## config.mk

```make
export PLATFORM = sky130hd
export DESIGN_NAME = i2c_word_slave
export DESIGN_NICKNAME = d
export VERILOG_FILES = /design/src/rtl/i2c_word_pkg.sv /design/src/rtl/i2c_line_sync.sv /design/src/rtl/i2c_out_queue.sv /design/src/rtl/i2c_byte_feeder.sv /design/src/rtl/i2c_word_engine.sv /design/src/rtl/i2c_word_slave.sv
export SDC_FILE = /design/constraint.sdc
export NUM_CORES = 1
export LEC_CHECK = 0
export BUFFER_PORTS_ARGS = -buffer_cell sky130_fd_sc_hd__buf_2
export CAP_MARGIN = 10
export CORE_MARGIN = 10
export CORE_UTILIZATION = 54
export CTS_BUF_LIST = sky130_fd_sc_hd__clkbuf_16
export CTS_CLUSTER_SIZE = 25
export DETAILED_ROUTE_END_ITERATION = 7
export GPL_TIMING_DRIVEN = 0
export MAX_ROUTING_LAYER = met4
export PLACE_DENSITY = 0.72
export REMOVE_ABC_BUFFERS = 1
export SYNTH_ARGS = -nofsm -noshare
export SYNTH_HDL_FRONTEND = slang
export SYNTH_HIERARCHICAL = 1
export SYNTH_SLANG_ARGS = --single-unit
```

## constraint.sdc

```tcl
create_clock -name clk -period 2.7 [get_ports clk]
set_clock_uncertainty 0.05 [all_clocks]
set_input_delay 0.27 -clock clk [delete_from_list [all_inputs] [get_ports clk]]
set_output_delay 0.27 -clock clk [all_outputs]
set_load 0.01 [all_outputs]
```

## src/rtl/i2c_word_pkg.sv

```systemverilog
package i2c_word_pkg;

  typedef enum logic [2:0] {
    ST_IDLE,
    ST_ADDR,
    ST_ADDR_ACK,
    ST_WR,
    ST_WR_ACK,
    ST_RD,
    ST_RD_ACK
  } eng_state_e;

endpackage

```

## src/rtl/i2c_line_sync.sv

```systemverilog
module i2c_line_sync #(
  parameter int STAGES = 2
) (
  input  logic clk,
  input  logic rst_n,
  input  logic scl_i,
  input  logic sda_i,
  output logic scl_s,
  output logic sda_s,
  output logic scl_rise,
  output logic scl_fall,
  output logic start_det,
  output logic stop_det
);

  logic [STAGES-1:0] scl_ff, sda_ff;
  logic              scl_q, sda_q;

  always_ff @(posedge clk or negedge rst_n) begin
    if (!rst_n) begin
      scl_ff <= '1;
      sda_ff <= '1;
      scl_q  <= 1'b1;
      sda_q  <= 1'b1;
    end else begin
      scl_ff <= {scl_ff[STAGES-2:0], scl_i};
      sda_ff <= {sda_ff[STAGES-2:0], sda_i};
      scl_q  <= scl_ff[STAGES-1];
      sda_q  <= sda_ff[STAGES-1];
    end
  end

  assign scl_s     = scl_ff[STAGES-1];
  assign sda_s     = sda_ff[STAGES-1];
  assign scl_rise  = scl_s & ~scl_q;
  assign scl_fall  = ~scl_s & scl_q;
  assign start_det = scl_s & scl_q & sda_q & ~sda_s;
  assign stop_det  = scl_s & scl_q & ~sda_q & sda_s;

endmodule

```

## src/rtl/i2c_out_queue.sv

```systemverilog
module i2c_out_queue #(
  parameter int W     = 32,
  parameter int DEPTH = 4
) (
  input  logic         clk,
  input  logic         rst_n,
  input  logic [W-1:0] push_data,
  input  logic         push_valid,
  output logic         push_ready,
  input  logic         pop,
  output logic [W-1:0] head,
  output logic         not_empty
);

  localparam int PW = (DEPTH > 1) ? $clog2(DEPTH) : 1;
  localparam int CW = $clog2(DEPTH + 1);

  logic [W-1:0]  mem [DEPTH];
  logic [PW-1:0] wptr, rptr;
  logic [CW-1:0] count;
  logic          do_push;

  assign push_ready = (count != CW'(DEPTH));
  assign not_empty  = (count != '0);
  assign do_push    = push_valid & push_ready;
  assign head       = mem[rptr];

  function automatic logic [PW-1:0] bump(input logic [PW-1:0] p);
    return (p == PW'(DEPTH - 1)) ? '0 : p + PW'(1);
  endfunction

  always_ff @(posedge clk or negedge rst_n) begin
    if (!rst_n) begin
      wptr  <= '0;
      rptr  <= '0;
      count <= '0;
    end else begin
      if (do_push) wptr <= bump(wptr);
      if (pop)     rptr <= bump(rptr);
      case ({do_push, pop})
        2'b10:   count <= count + CW'(1);
        2'b01:   count <= count - CW'(1);
        default: count <= count;
      endcase
    end
  end

  always_ff @(posedge clk) begin
    if (do_push) mem[wptr] <= push_data;
  end

  AST_NO_UNDERFLOW: assert property (@(posedge clk) disable iff (!rst_n)
    pop |-> not_empty);

endmodule

```

## src/rtl/i2c_byte_feeder.sv

```systemverilog
module i2c_byte_feeder #(
  parameter int WORD_W = 32
) (
  input  logic              clk,
  input  logic              rst_n,
  input  logic [WORD_W-1:0] head,
  input  logic              not_empty,
  input  logic              load,
  output logic              pop,
  output logic [7:0]        byte_out,
  output logic              pending
);

  localparam int NB = WORD_W / 8;
  localparam int LW = $clog2(NB);
  localparam int RW = WORD_W - 8;

  logic [RW-1:0] rest;
  logic [LW-1:0] left;

  always_comb begin
    if (left != '0)     byte_out = rest[RW-1 -: 8];
    else if (not_empty) byte_out = head[WORD_W-1 -: 8];
    else                byte_out = 8'h00;
  end

  assign pop     = load & (left == '0) & not_empty;
  assign pending = (left != '0) | not_empty;

  always_ff @(posedge clk or negedge rst_n) begin
    if (!rst_n) begin
      rest <= '0;
      left <= '0;
    end else if (load) begin
      if (left != '0) begin
        rest <= rest << 8;
        left <= left - LW'(1);
      end else if (not_empty) begin
        rest <= head[RW-1:0];
        left <= LW'(NB - 1);
      end
    end
  end

  AST_IRQ_RISE_LOAD: assert property (@(posedge clk) disable iff (!rst_n)
    $fell(pending) |-> $past(load));

endmodule

```

## src/rtl/i2c_word_engine.sv

```systemverilog
module i2c_word_engine
  import i2c_word_pkg::*;
#(
  parameter int         WORD_W   = 32,
  parameter logic [6:0] DEV_ADDR = 7'h40
) (
  input  logic              clk,
  input  logic              rst_n,
  input  logic              scl_s,
  input  logic              sda_s,
  input  logic              scl_rise,
  input  logic              scl_fall,
  input  logic              start_det,
  input  logic              stop_det,
  input  logic [7:0]        rd_byte,
  output logic              rd_load,
  output logic [WORD_W-1:0] wr_data,
  output logic              wr_valid,
  input  logic              wr_ready,
  output logic              sda_oe,
  output logic              scl_oe
);

  localparam int NB = WORD_W / 8;
  localparam int BW = $clog2(NB);
  localparam int AW = WORD_W - 8;

  eng_state_e        state;
  logic [7:0]        sh, tx;
  logic [3:0]        bitcnt;
  logic              rw, m_ack;
  logic [BW-1:0]     byte_idx;
  logic [AW-1:0]     acc;
  logic [WORD_W-1:0] word_q;
  logic              wr_valid_q, sda_drv, scl_hold;
  logic              last_byte, slot_free;

  assign last_byte = (byte_idx == BW'(NB - 1));
  assign slot_free = ~wr_valid_q | wr_ready;
  assign rd_load   = scl_fall & (((state == ST_ADDR_ACK) & rw) |
                                 ((state == ST_RD_ACK) & m_ack));

  always_ff @(posedge clk or negedge rst_n) begin
    if (!rst_n) begin
      state      <= ST_IDLE;
      sh         <= '0;
      tx         <= '0;
      bitcnt     <= '0;
      rw         <= 1'b0;
      m_ack      <= 1'b0;
      byte_idx   <= '0;
      acc        <= '0;
      word_q     <= '0;
      wr_valid_q <= 1'b0;
      sda_drv    <= 1'b0;
      scl_hold   <= 1'b0;
    end else begin
      if (wr_valid_q && wr_ready) wr_valid_q <= 1'b0;

      if (start_det || stop_det) begin
        state    <= start_det ? ST_ADDR : ST_IDLE;
        bitcnt   <= '0;
        byte_idx <= '0;
        sda_drv  <= 1'b0;
        scl_hold <= 1'b0;
      end else begin
        unique case (state)
          ST_IDLE: ;
          ST_ADDR: begin
            if (scl_rise) begin
              sh     <= {sh[6:0], sda_s};
              bitcnt <= bitcnt + 4'd1;
            end else if (scl_fall && bitcnt == 4'd8) begin
              bitcnt <= '0;
              if (sh[7:1] == DEV_ADDR) begin
                rw      <= sh[0];
                sda_drv <= 1'b1;
                state   <= ST_ADDR_ACK;
              end else begin
                state <= ST_IDLE;
              end
            end
          end
          ST_ADDR_ACK: begin
            if (scl_fall) begin
              if (rw) begin
                tx      <= {rd_byte[6:0], 1'b0};
                sda_drv <= ~rd_byte[7];
                bitcnt  <= 4'd1;
                state   <= ST_RD;
              end else begin
                sda_drv <= 1'b0;
                bitcnt  <= '0;
                state   <= ST_WR;
              end
            end
          end
          ST_WR: begin
            if (scl_rise) begin
              sh     <= {sh[6:0], sda_s};
              bitcnt <= bitcnt + 4'd1;
            end else if (scl_fall && bitcnt == 4'd8) begin
              bitcnt <= '0;
              state  <= ST_WR_ACK;
              if (!last_byte) begin
                acc      <= (acc << 8) | AW'(sh);
                byte_idx <= byte_idx + BW'(1);
                sda_drv  <= 1'b1;
              end else if (slot_free) begin
                word_q     <= {acc, sh};
                wr_valid_q <= 1'b1;
                byte_idx   <= '0;
                sda_drv    <= 1'b1;
              end else begin
                scl_hold <= 1'b1;
              end
            end
          end
          ST_WR_ACK: begin
            if (scl_hold) begin
              if (slot_free) begin
                word_q     <= {acc, sh};
                wr_valid_q <= 1'b1;
                byte_idx   <= '0;
                sda_drv    <= 1'b1;
                scl_hold   <= 1'b0;
              end
            end else if (scl_fall) begin
              sda_drv <= 1'b0;
              state   <= ST_WR;
            end
          end
          ST_RD: begin
            if (scl_fall) begin
              if (bitcnt == 4'd8) begin
                sda_drv <= 1'b0;
                state   <= ST_RD_ACK;
              end else begin
                sda_drv <= ~tx[7];
                tx      <= tx << 1;
                bitcnt  <= bitcnt + 4'd1;
              end
            end
          end
          ST_RD_ACK: begin
            if (scl_rise) begin
              m_ack <= ~sda_s;
            end else if (scl_fall) begin
              if (m_ack) begin
                tx      <= {rd_byte[6:0], 1'b0};
                sda_drv <= ~rd_byte[7];
                bitcnt  <= 4'd1;
                state   <= ST_RD;
              end else begin
                state <= ST_IDLE;
              end
            end
          end
          default: state <= ST_IDLE;
        endcase
      end
    end
  end

  assign wr_data  = word_q;
  assign wr_valid = wr_valid_q;
  assign sda_oe   = sda_drv;
  assign scl_oe   = scl_hold;

  AST_WR_HOLD: assert property (@(posedge clk) disable iff (!rst_n)
    (wr_valid && !wr_ready) |=> (wr_valid && $stable(wr_data)));

  AST_STRETCH_PENDING: assert property (@(posedge clk) disable iff (!rst_n)
    $rose(scl_hold) |-> wr_valid_q);

  AST_SDA_MOVES_SCL_LOW: assert property (@(posedge clk) disable iff (!rst_n)
    !$stable(sda_drv) |-> !scl_s);

endmodule

```

## src/rtl/i2c_word_slave.sv

```systemverilog
module i2c_word_slave #(
  parameter int         WORD_W      = 32,
  parameter logic [6:0] DEV_ADDR    = 7'h40,
  parameter int         RD_DEPTH    = 4,
  parameter int         SYNC_STAGES = 2
) (
  input  logic              clk,
  input  logic              rst_n,
  input  logic              scl_i,
  input  logic              sda_i,
  output logic              scl_oe,
  output logic              sda_oe,
  output logic [WORD_W-1:0] wr_data,
  output logic              wr_valid,
  input  logic              wr_ready,
  input  logic [WORD_W-1:0] rd_data,
  input  logic              rd_valid,
  output logic              rd_ready,
  output logic              irq_n,
  output logic              stall
);

  logic              scl_s, sda_s, scl_rise, scl_fall, start_det, stop_det;
  logic              rd_load, pop, q_not_empty, pending;
  logic [WORD_W-1:0] q_head;
  logic [7:0]        tx_byte;

  i2c_line_sync #(.STAGES(SYNC_STAGES)) u_sync (
    .clk(clk), .rst_n(rst_n), .scl_i(scl_i), .sda_i(sda_i),
    .scl_s(scl_s), .sda_s(sda_s), .scl_rise(scl_rise), .scl_fall(scl_fall),
    .start_det(start_det), .stop_det(stop_det)
  );

  i2c_out_queue #(.W(WORD_W), .DEPTH(RD_DEPTH)) u_queue (
    .clk(clk), .rst_n(rst_n), .push_data(rd_data), .push_valid(rd_valid),
    .push_ready(rd_ready), .pop(pop), .head(q_head), .not_empty(q_not_empty)
  );

  i2c_byte_feeder #(.WORD_W(WORD_W)) u_feeder (
    .clk(clk), .rst_n(rst_n), .head(q_head), .not_empty(q_not_empty),
    .load(rd_load), .pop(pop), .byte_out(tx_byte), .pending(pending)
  );

  i2c_word_engine #(.WORD_W(WORD_W), .DEV_ADDR(DEV_ADDR)) u_engine (
    .clk(clk), .rst_n(rst_n), .scl_s(scl_s), .sda_s(sda_s),
    .scl_rise(scl_rise), .scl_fall(scl_fall), .start_det(start_det),
    .stop_det(stop_det), .rd_byte(tx_byte), .rd_load(rd_load),
    .wr_data(wr_data), .wr_valid(wr_valid), .wr_ready(wr_ready),
    .sda_oe(sda_oe), .scl_oe(scl_oe)
  );

  assign irq_n = ~pending;
  assign stall = wr_valid;

endmodule

```

**After elaboration in Yosys (flattened, before gate mapping)**

Memory sizes are Yosys's and may differ from the RTL's.
Cells that the tools add are included.

- Logic and storage cells: 223
- Memories: 1
- Register bits after elaboration: 125
- Input port bits: 38
- Output and inout bits: 38
- RAM bits: 128

Memory list:

| name | depth | width | read ports | clocked after memory_dff | write ports | RTL line | text |
|---|---|---|---|---|---|---|---|
| u_queue.mem | 4 | 32 | 1 | 0 | 1 | i2c_out_queue.sv:18 | `logic [W-1:0] mem [DEPTH];` |

- Equal/unequal tests: 45
- Reductions and logical operators: 27
- Muxes and demuxes: 94
- Bitwise operators: 28
- Add/subtract/negate cells: 7

Operators with widths:

| operator | number |
|---|---|
| $mux W32 | 5 |
| $mux W8 | 9 |
| $pmux W32 S2 | 1 |
| $mux W24 | 2 |
| $mux W3 | 14 |
| $mux W4 | 9 |
| $mux W1 | 35 |
| $ne A3 B1 Y1 const B | 8 |
| $or A24 B8 Y24 | 1 |
| $pmux W8 S3 | 1 |
| $reduce_and A12 Y1 | 2 |
| $mux W2 | 11 |
| $pmux W3 S7 | 1 |
| $ne A2 B1 Y1 const B | 9 |
| $ne A3 B2 Y1 const B | 6 |
| $pmux W4 S4 | 1 |
| $reduce_and A5 Y1 | 3 |
| $and A1 B1 Y1 | 13 |
| $ne A3 B3 Y1 const B | 4 |
| $not A1 Y1 | 11 |
| $eq A3 B3 Y1 const B | 3 |
| $reduce_and A9 Y1 | 1 |
| $reduce_bool A3 Y1 | 3 |
| $eq A2 B2 Y1 const B | 4 |
| other kinds (30) | 44 |

**Depth between registers and ports, before layout**

Gate-level depths: netlist (run 1).

- Word-level depth: 9
- Depth in mapped cells: 11
- Mapped depth without buffers: 9

**Hierarchy**

Netlist (run 1), hierarchy kept.

By module, submodules not included:

| module | cells an instance | instances | area an instance (sq um) |
|---|---|---|---|
| i2c_out_queue | 203 | 1 | 5049.8 |
| i2c_word_engine | 315 | 1 | 3956.3 |
| i2c_byte_feeder | 121 | 1 | 1360.1 |
| i2c_line_sync | 10 | 1 | 190.2 |
| i2c_word_slave | 2 | 1 | 11.3 |

**Least setup slack after synthesis (run 1)**

OpenSTA, ideal clock, no wires.

- Path type: reg-to-reg
- From: register u_engine.state[2]
- To: register u_queue.count[2]
- Data arrival time: 2.305 ns
- Library setup time: 0.125 ns
- Data required time: 2.525 ns
- Clock period less this slack: 2.480 ns
- Path slack: 0.220 ns
- Stages on the path, launching flop included: 12
- Path buffers: 3
- Cell sequence: dfrtp_1 buf_2 buf_4 mux2i_1 nor2_1 buf_6 and3_1 ha_1 fa_1 xnor2_1 nor2_1 xor2_1

- Word-level cells in the longest chain between the ends: 8
- Elaborated cells on any way between the ends: 12
- Classes of those cells: 4 x eq/ne; 1 x mux; 6 x bitwise; 1 x reduce/logical

Ends and longest elaborated chain:

| element | RTL line | text |
|---|---|---|
| start: declaration | i2c_word_engine.sv:28 | `eng_state_e state;` |
| start signal: assignment | i2c_word_engine.sv:61 | `state <= start_det ? ST_ADDR : ST_IDLE;` |
| $eq A3 B2 Y1 / $eq A3 B3 Y1 (equally long branches) | i2c_word_engine.sv:40, i2c_word_engine.sv:41 |  |
| $and A1 B1 Y1, on equally long branches | i2c_word_engine.sv:40, i2c_word_engine.sv:41 |  |
| $or A1 B1 Y1 (*) | i2c_word_engine.sv:40 | `assign rd_load = scl_fall & (((state == ST_ADDR_ACK) & rw) \|` |
| $and A1 B1 Y1 (*) | i2c_word_engine.sv:40 |  |
| net rd_load | i2c_word_slave.sv:24 | `logic rd_load, pop, q_not_empty, pending;` |
| $and A1 B1 Y1 (*) (2 in series) | i2c_byte_feeder.sv:27 | `assign pop = load & (left == '0) & not_empty;` |
| net pop | i2c_word_slave.sv:24 |  |
| $eq A2 B1 Y1 / $eq A2 B2 Y1 (equally long branches) | i2c_out_queue.sv:40 | `case ({do_push, pop})` |
| $pmux W3 S2 / $reduce_bool A2 Y1 (equally long branches) | - |  |
| end signal: assignment | i2c_out_queue.sv:41 | `2'b10: count <= count + CW'(1);` |
| end signal: assignment | i2c_out_queue.sv:42 | `2'b01: count <= count - CW'(1);` |
| end signal: assignment | i2c_out_queue.sv:43 | `default: count <= count;` |
| end: declaration | i2c_out_queue.sv:20 | `logic [CW-1:0] count;` |

The timed path passes the listed nets; every way through them passes the cells marked *.
A chain may end at the register's enable or synchronous reset.

**Final worst setup path (run 1)**

- From: register u_sync.scl_q
- To: register u_queue.count[1]

- Word-level cells in the longest chain between the ends: 6
- Elaborated cells on any way between the ends: 8
- Classes of those cells: 2 x eq/ne; 1 x mux; 4 x bitwise; 1 x reduce/logical

Ends and longest elaborated chain:

| element | RTL line | text |
|---|---|---|
| start: declaration | i2c_line_sync.sv:17 | `logic scl_q, sda_q;` |
| start signal: assignment | i2c_line_sync.sv:28 | `scl_q <= scl_ff[STAGES-1];` |
| $and A1 B1 Y1 (*) | i2c_line_sync.sv:36 | `assign scl_fall = ~scl_s & scl_q;` |
| net scl_fall | i2c_word_slave.sv:23 | `logic scl_s, sda_s, scl_rise, scl_fall, start_det, stop_det;` |
| $and A1 B1 Y1 (*) | i2c_word_engine.sv:40 |  |
| net rd_load | i2c_word_slave.sv:24 |  |
| $and A1 B1 Y1 (*) (2 in series) | i2c_byte_feeder.sv:27 |  |
| net pop | i2c_word_slave.sv:24 |  |
| $eq A2 B1 Y1 / $eq A2 B2 Y1 (equally long branches) | i2c_out_queue.sv:40 |  |
| $pmux W3 S2 / $reduce_bool A2 Y1 (equally long branches) | - |  |

Marks and branches as above.

==> results of run 1 <==
==> per-layer routing <==
metal / routed length [um] / vias up / global-route usage
li1: - / 2698 / -
met1: 8550 / 2990 / 0.199
met2: 10600 / 165 / 0.282
met3: 954 / 33 / 0.0270
met4: 303 / 0 / 0.0409
met5: 0 / - / -
==> flip-flops by register name, summed over array words and instances (netlist names), 3 cells and up <==
register          count
u_feeder/rest        24
u_engine/bitcnt       4
u_queue/count         3
u_engine/sh           8
u_engine/state        3
u_engine/wr_data     32
u_engine/acc         24
u_queue/mem         128
u_engine/tx           7
==> cell type report <==
cell class / instances / area (um^2)
clock buffers: 28 / 701
clock inverters: 20 / 144
well taps: 265 / 332
fillers: 1366 / 6920
flip-flops and latches: 252 / 6960
repair buffers: 119 / 870
multi-input cells: 346 / 3330
inverters: 20 / 75.1
==> placed cells by master (no fill, tap or decap), types with 3 or more instances in the layout <==
| cell | instances |
|---|---|
| a21oi_1 | 12 |
| a22o_1 | 10 |
| a31oi_1 | 8 |
| and3_1 | 3 |
| and3_2 | 4 |
| buf_12 | 4 |
| buf_2 | 74 |
| buf_4 | 4 |
| clkbuf_16 | 28 |
| clkinv_1 | 7 |
| clkinv_2 | 6 |
| dfrtp_1 | 113 |
| dfrtp_2 | 4 |
| dfstp_2 | 6 |
| dlygate4sd3_1 | 35 |
| edfxtp_1 | 128 |
| ha_1 | 11 |
| inv_1 | 23 |
| mux2_1 | 9 |
| mux2_2 | 60 |
| mux2i_1 | 33 |
| mux4_2 | 32 |
| nand2_1 | 30 |
| nand2b_1 | 5 |
| nand3_1 | 7 |
| nand4_1 | 4 |
| nor2_1 | 15 |
| nor2_4 | 6 |
| nor2b_1 | 4 |
| nor3_1 | 6 |
| o21ai_0 | 24 |
| o31ai_1 | 5 |
==> repair_timing <==
item                                    in CTS  in global routing
gates resized for setup                     10                  5
pin swaps                                    5                  0
hold buffers                                35                  0
setup buffers                                7                  0
hold endpoints to repair                   167                  0
endpoints found under the setup margin      79                 37
gates cloned                                 3                  0
==> worst min-delay path, cell delays in order <==
cell and delay, ns:
buf_2 0.11, and2_4 0.17, mux2_4 0.15
==> cell families after synthesis <==
family                     Yosys count  synth area share
muxes                              137             0.177
AOI/OAI and AO/OA                   81            0.0515
adders and majority gates           13            0.0161
buffers and inverters               56            0.0327
and+or+nand+nor                    108            0.0616
DFF                                252             0.658
xor gates and xnor gates             4           0.00332
==> where the power goes <==
group / switching (mW) / internal (mW) / total (mW) / leakage, nW
sequential: 0.154 / 4.54 / 4.70 / 2.86
combinational: 0.575 / 0.367 / 0.941 / 1.98
clock: 1.40 / 2.06 / 3.45 / 0.430
==> per-stage QoR <==
step	setup slack [ns]	utilization
finish	0.144	0.642
global route	0.0227	0.642
CTS	0.0430	0.641
detailed placement	-0.858	0.572
global placement	-1.22	0.569
floorplan	-0.546	-
==> worst max-delay path by stage <==
stage | start | to | slack, ns | depth (start not counted)
finish | u_sync/scl_q$_DFF_PN1_ | u_queue/count[1]$_DFFE_PN0P_ | 0.14 | 7
global route | u_engine/state[1]$_DFFE_PN0P_ | u_queue/count[1]$_DFFE_PN0P_ | 0.02 | 7
CTS | u_engine/state[1]$_DFFE_PN0P_ | u_queue/count[1]$_DFFE_PN0P_ | 0.04 | 7
detailed placement | u_sync/scl_q$_DFF_PN1_ | u_queue/count[1]$_DFFE_PN0P_ | -0.86 | 7
global placement | u_sync/scl_q$_DFF_PN1_ | u_queue/count[1]$_DFFE_PN0P_ | -1.22 | 7
floorplan | u_sync/scl_q$_DFF_PN1_ | u_queue/count[1]$_DFFE_PN0P_ | -0.55 | 7
==> metrics.csv, run 1 <==
stage;metric;value;unit
run_status;status;finished clean;
power;PwrDens;732;nW/um^2
hold_path;hold path depth;3;
synthesis;dominant cells by area after synthesis;edfxtp_1 (36%), dfrtp_1 (28%), mux4_2 (6.8%), mux2_2 (6.4%), mux2i_1 (3.2%);
timing;Fin Hold WS;0.161;ns
clocking;clock latency at the later pin of the worst-skew pair;0.52;ns
placement;Final GP Congestion;0.858;
setup_path;CP Capture Type;flop;
setup_path;CP Buf/Inv Count;0;
global_routing;largest net degree at the start of global routing;88;
power;Leakage;5.27;nW
placement;port bufs;75;
route;Via density;5.61;
clocking;Worst-path clk slew;0.06;ns
setup_path;crit path DAT;2.91;ns
die;Starting Density;0.547;
die;DIE HEIGHT;160;um
setup_path;crit path max fanout;10;
route;routed vias;5886;
timing;Slew Limit Fails;0;
run;Max Cap Viol;0;
synthesis;post-synthesis sequential area ratio;0.658;
global_routing;initial antenna violation count;0;
die;Core Region;19300;um^2
clocking;Clock Sinks;252;
timing;Setup violations, final;0;
layout;non-filler cells in the finished layout;1050;
setup_path;r2r startpoint;u_sync/scl_q$_DFF_PN1_;
global_routing;Global Route Usage Sum;0.164;
setup_path;R2R depth;7;
timing;TNS Setup;0;ns
clocking;H-tree depth;1;
timing;Max transition margin;0.363;
route;routed len/inst;19.5;um
placement;placed cells;957;
power;total power;9.09;mW
route;drt pass-1 iters;5;
global_routing;Remaining Overflow, GRT;0;
route;Detail Route Antenna Nets;0;
synthesis;Primary FF master, synth;edfxtp_1;
synthesis;ys async rst share;0.492;
route;Iter 0 DRT Violations;300;
synthesis;syn_area_per_cell;16.2;um^2
setup_path;worst setup path class;flop to flop;
synthesis;count leader, synth;edfxtp_1;
synthesis;Mapped Cells;651;
timing;Worst Max-Slew Pin Slew;0.956;ns
route;DRC Markers;0;
setup_path;critical path's top delay family;simple AND/OR/NAND/NOR gates;
die;overall die area;25600;um^2
setup_path;reg-to-reg endpoint;u_queue/count[1]$_DFFE_PN0P_;
setup_path;reg-to-reg slack, setup;0.14;ns
die;IO Pins;76;
global_routing;first-pass GRT wire length;33.7;mm
synthesis;Synth top area share;0.364;
clocking;TritonCTS clock tree;built;
die;Cell Rows;51;
layout;# diodes;0;
placement;Post-DP HPWL;12.1;mm
synthesis;area leader, netlist;edfxtp_1;
setup_path;Worst Setup Start Kind;flop;
synthesis;Commonest cells post-synth;edfxtp_1 (128), dfrtp_1 (118), mux2_2 (60), mux2i_1 (34), mux4_2 (32);
layout;# nets final;816;
timing;Tcrit/Tclk final;0.947;
global_routing;vias in the first global route;6367;
timing;Final Hold Fails;0;
setup_path;crit-path cells;nor2b_4 > nand2_2 > nor2_4 > and3_1 > ha_1 > fa_1 > mux2_2;
setup_path;CP required;3.05;ns
setup_path;Slowest-stage cell, CP;dfstp_2;
synthesis;synthesized cell area;10600;um^2
hold_path;Hold Crit Class;input port to flop;
layout;Final Instance Area;12400;um^2
clocking;Root Driver;clkbuf_16;
clocking;Bufs on Longest Clock Path;3;
hold_path;WHS Endpoint;u_queue/wptr[0]$_DFFE_PN0P_;
clocking;CTS Buf Count;26;
layout;layout cells sized above 1;0.330;
die;Die Wd;160;um
timing;fmax;391;MHz
timing;Final Critical Period;2.56;ns
placement;placed cell area;11100;um^2
synthesis;Yosys reg bits;252;
synthesis;synth unique cells;68;
power;VDD IR max;0.642;mV
route;final WL;20.4;mm
hold_path;hold path start;rd_valid;
synthesis;Synth warnings;6;
synthesis;Post-synth EDFFs;128;
timing;RSZ-0062 raised after global routing;no;
layout;Layout area overhead;17.5;%
setup_path;CP peak stage delay;0.56;ns
No activity file was read; power rests on OpenSTA's default activity.
==> inputs of run 2 (changes only) <==
--- a/config.mk
+++ b/config.mk
@@ -16,6 +16,7 @@
 export MAX_ROUTING_LAYER = met4
 export PLACE_DENSITY = 0.72
 export REMOVE_ABC_BUFFERS = 1
+export SLEW_MARGIN = 20
 export SYNTH_ARGS = -nofsm -noshare
 export SYNTH_HDL_FRONTEND = slang
 export SYNTH_HIERARCHICAL = 1
==> constraint.sdc (replaced) <==
create_clock -name clk -period 2.2 [get_ports clk]
set_clock_uncertainty 0.05 [all_clocks]
set_input_delay 0.22 -clock clk [delete_from_list [all_inputs] [get_ports clk]]
set_output_delay 0.22 -clock clk [all_outputs]
set_load 0.01 [all_outputs]
==> run 2 against run 1 <==
The run now ends with setup timing left. Flip-flop and latch count unchanged. Critical endpoint unchanged. Highest routed layer unchanged. Largest cell class unchanged. Sequential power up 23%. Maximum frequency grew 11%. Sequential share of layout area down 2.9 points.
==> metrics.csv, run 2 (synthesis results as in run 1) <==
stage;metric;value;unit
timing;fmax;434;MHz
route;DRC Markers;0;
global_routing;Remaining Overflow, GRT;0;
setup_path;worst setup path class;flop to flop;
die;Core Region;19300;um^2
clocking;Worst-path clk slew;0.07;ns
global_routing;vias in the first global route;6619;
timing;Setup violations, final;55;
placement;Post-DP HPWL;12.1;mm
timing;Final Hold Fails;0;
setup_path;Worst Setup Start Kind;flop;
power;Leakage;5.58;nW
clocking;TritonCTS clock tree;built;
clocking;CTS Buf Count;27;
hold_path;Hold Crit Class;input port to flop;
die;DIE HEIGHT;160;um
run_status;status;finished, violations left;
die;overall die area;25600;um^2
die;Cell Rows;51;
timing;RSZ-0062 raised after global routing;yes;
timing;fin worst setup slack;-0.104;ns
setup_path;crit path DAT;2.66;ns
run_status;failing checks;setup timing;
layout;leading cell type in the layout, fill and taps excluded;edfxtp_1;
setup_path;crit-path cells;nor2b_4 > buf_4 > nand2_4 > nor2_4 > and3_4 > ha_4 > fa_2 > mux2_2;
setup_path;CP Capture Type;flop;
clocking;Bufs on Longest Clock Path;3;
die;Die Wd;160;um
layout;# nets final;862;
layout;area taken by multi-input logic gates;3620;um^2
route;drt pass-1 iters;5;
setup_path;critical path's top delay family;simple AND/OR/NAND/NOR gates;
power;PwrDens;856;nW/um^2
layout;Biggest register;u_queue/mem;
setup_path;CP Buf/Inv Count;1;
route;Via density;5.65;
route;final WL;22.4;mm
route;Detail Route Antenna Nets;0;
clocking;Clock Sinks;252;
setup_path;Slowest-stage cell, CP;dfstp_2;
timing;Tcrit/Tclk final;1.05;
global_routing;Global Route Usage Sum;0.175;
placement;Final GP Congestion;0.858;
layout;Largest register FFs;128;
setup_path;crit path max fanout;5;
route;routed vias;6198;
global_routing;first-pass GRT wire length;35.6;mm
layout;register area;6970;um^2
clocking;Root Driver;clkbuf_16;
layout;# diodes;0;
run;Max Cap Viol;0;
layout;# fillers;1292;
route;Iter 0 DRT Violations;444;
global_routing;largest net degree at the start of global routing;88;
setup_path;CP required;2.56;ns
clocking;clock latency at the later pin of the worst-skew pair;0.53;ns
power;total power;11.2;mW
die;IO Pins;76;
layout;Layout area overhead;24.0;%
setup_path;CP peak stage delay;0.53;ns
timing;Worst Max-Slew Pin Slew;0.947;ns
die;Starting Density;0.547;
placement;dpl ws;-1.08;ns
timing;Slew Limit Fails;0;
layout;most frequent cells in the layout;edfxtp_1 (128), dfrtp_1 (113), buf_2 (75);
placement;port bufs;75;
route;routed len/inst;20.5;um
timing;Max transition margin;0.369;
global_routing;initial antenna violation count;0;
layout;post-layout util;0.678;
clocking;H-tree depth;1;
layout;layout cells sized above 1;0.381;
power;VDD IR max;0.814;mV
timing;Final Critical Period;2.30;ns
## run 2: worst reg2reg max path, cell delays in order (launching register included)
cell and delay (ns):
dfstp_2 0.53, nor2b_4 0.24, buf_4 0.16, nand2_4 0.05
nor2_4 0.11, and3_4 0.21, ha_4 0.14, fa_2 0.42
mux2_2 0.27
## run 2: final timing paths
path | from | to | slack, ns | cells after the start
max | u_sync/scl_q$_DFF_PN1_ | u_queue/count[1]$_DFFE_PN0P_ | -0.10 | 8
min | rd_valid | u_queue/wptr[1]$_DFFE_PN0P_ | 0.11 | 3
max reg2reg | u_sync/scl_q$_DFF_PN1_ | u_queue/count[1]$_DFFE_PN0P_ | -0.10 | 8
min reg2reg | u_sync/sda_ff[0]$_DFF_PN1_ | u_sync/sda_ff[1]$_DFF_PN1_ | 0.31 | 0
max in group asynchronous | rst_n | u_queue/rptr[0]$_DFFE_PN0P_ | 1.22 | 3
min in group asynchronous | rst_n | u_engine/bitcnt[2]$_DFFE_PN0P_ | 0.14 | 2
## run 2: layout make-up
class / count / area share
multi-input combinational: 345 / 0.276
tap: 265 / 0.0253
inverter: 20 / 0.00573
timing repair buffer: 165 / 0.0986
sequential: 252 / 0.531
clock buffer: 28 / 0.0535
clock inverter: 22 / 0.00964
## run 2: metal layers
metal	global-route usage	wire (um)
met1	0.208	9300
met2	0.300	11600
met3	0.0311	1160
met4	0.0501	419
met5	-	0
## run 2: report_power, final
group	switching, mW	internal, mW	total, mW
Sequential	0.181	5.58	5.76
Clock	1.75	2.41	4.16
Combinational	0.766	0.543	1.31
## run 2: metrics by stage
step | area (um^2) | instances | setup TNS, ns | hold slack (ns)
after detailed placement | 11100 | 958 | -65.17 | 0.114
after global placement | 11000 | 955 | -176.29 | 0.278
final | 13100 | 1097 | -1.63 | 0.111
after CTS | 12800 | 1081 | -0.369 | 0.0845
after floorplan | 10300 | 615 | -42.38 | -0.126
after global routing | 13100 | 1097 | -6.03 | 0.113
## run 2: repair_timing
action / 4_1_cts / 5_1_grt
gates resized for setup: 42 / 57
pin swaps: 13 / 11
gates cloned: 3 / 0
hold buffers: 35 / 0
setup buffers: 35 / 18
endpoints found under the setup margin: 107 / 77
endpoints found under the hold margin: 170 / 0
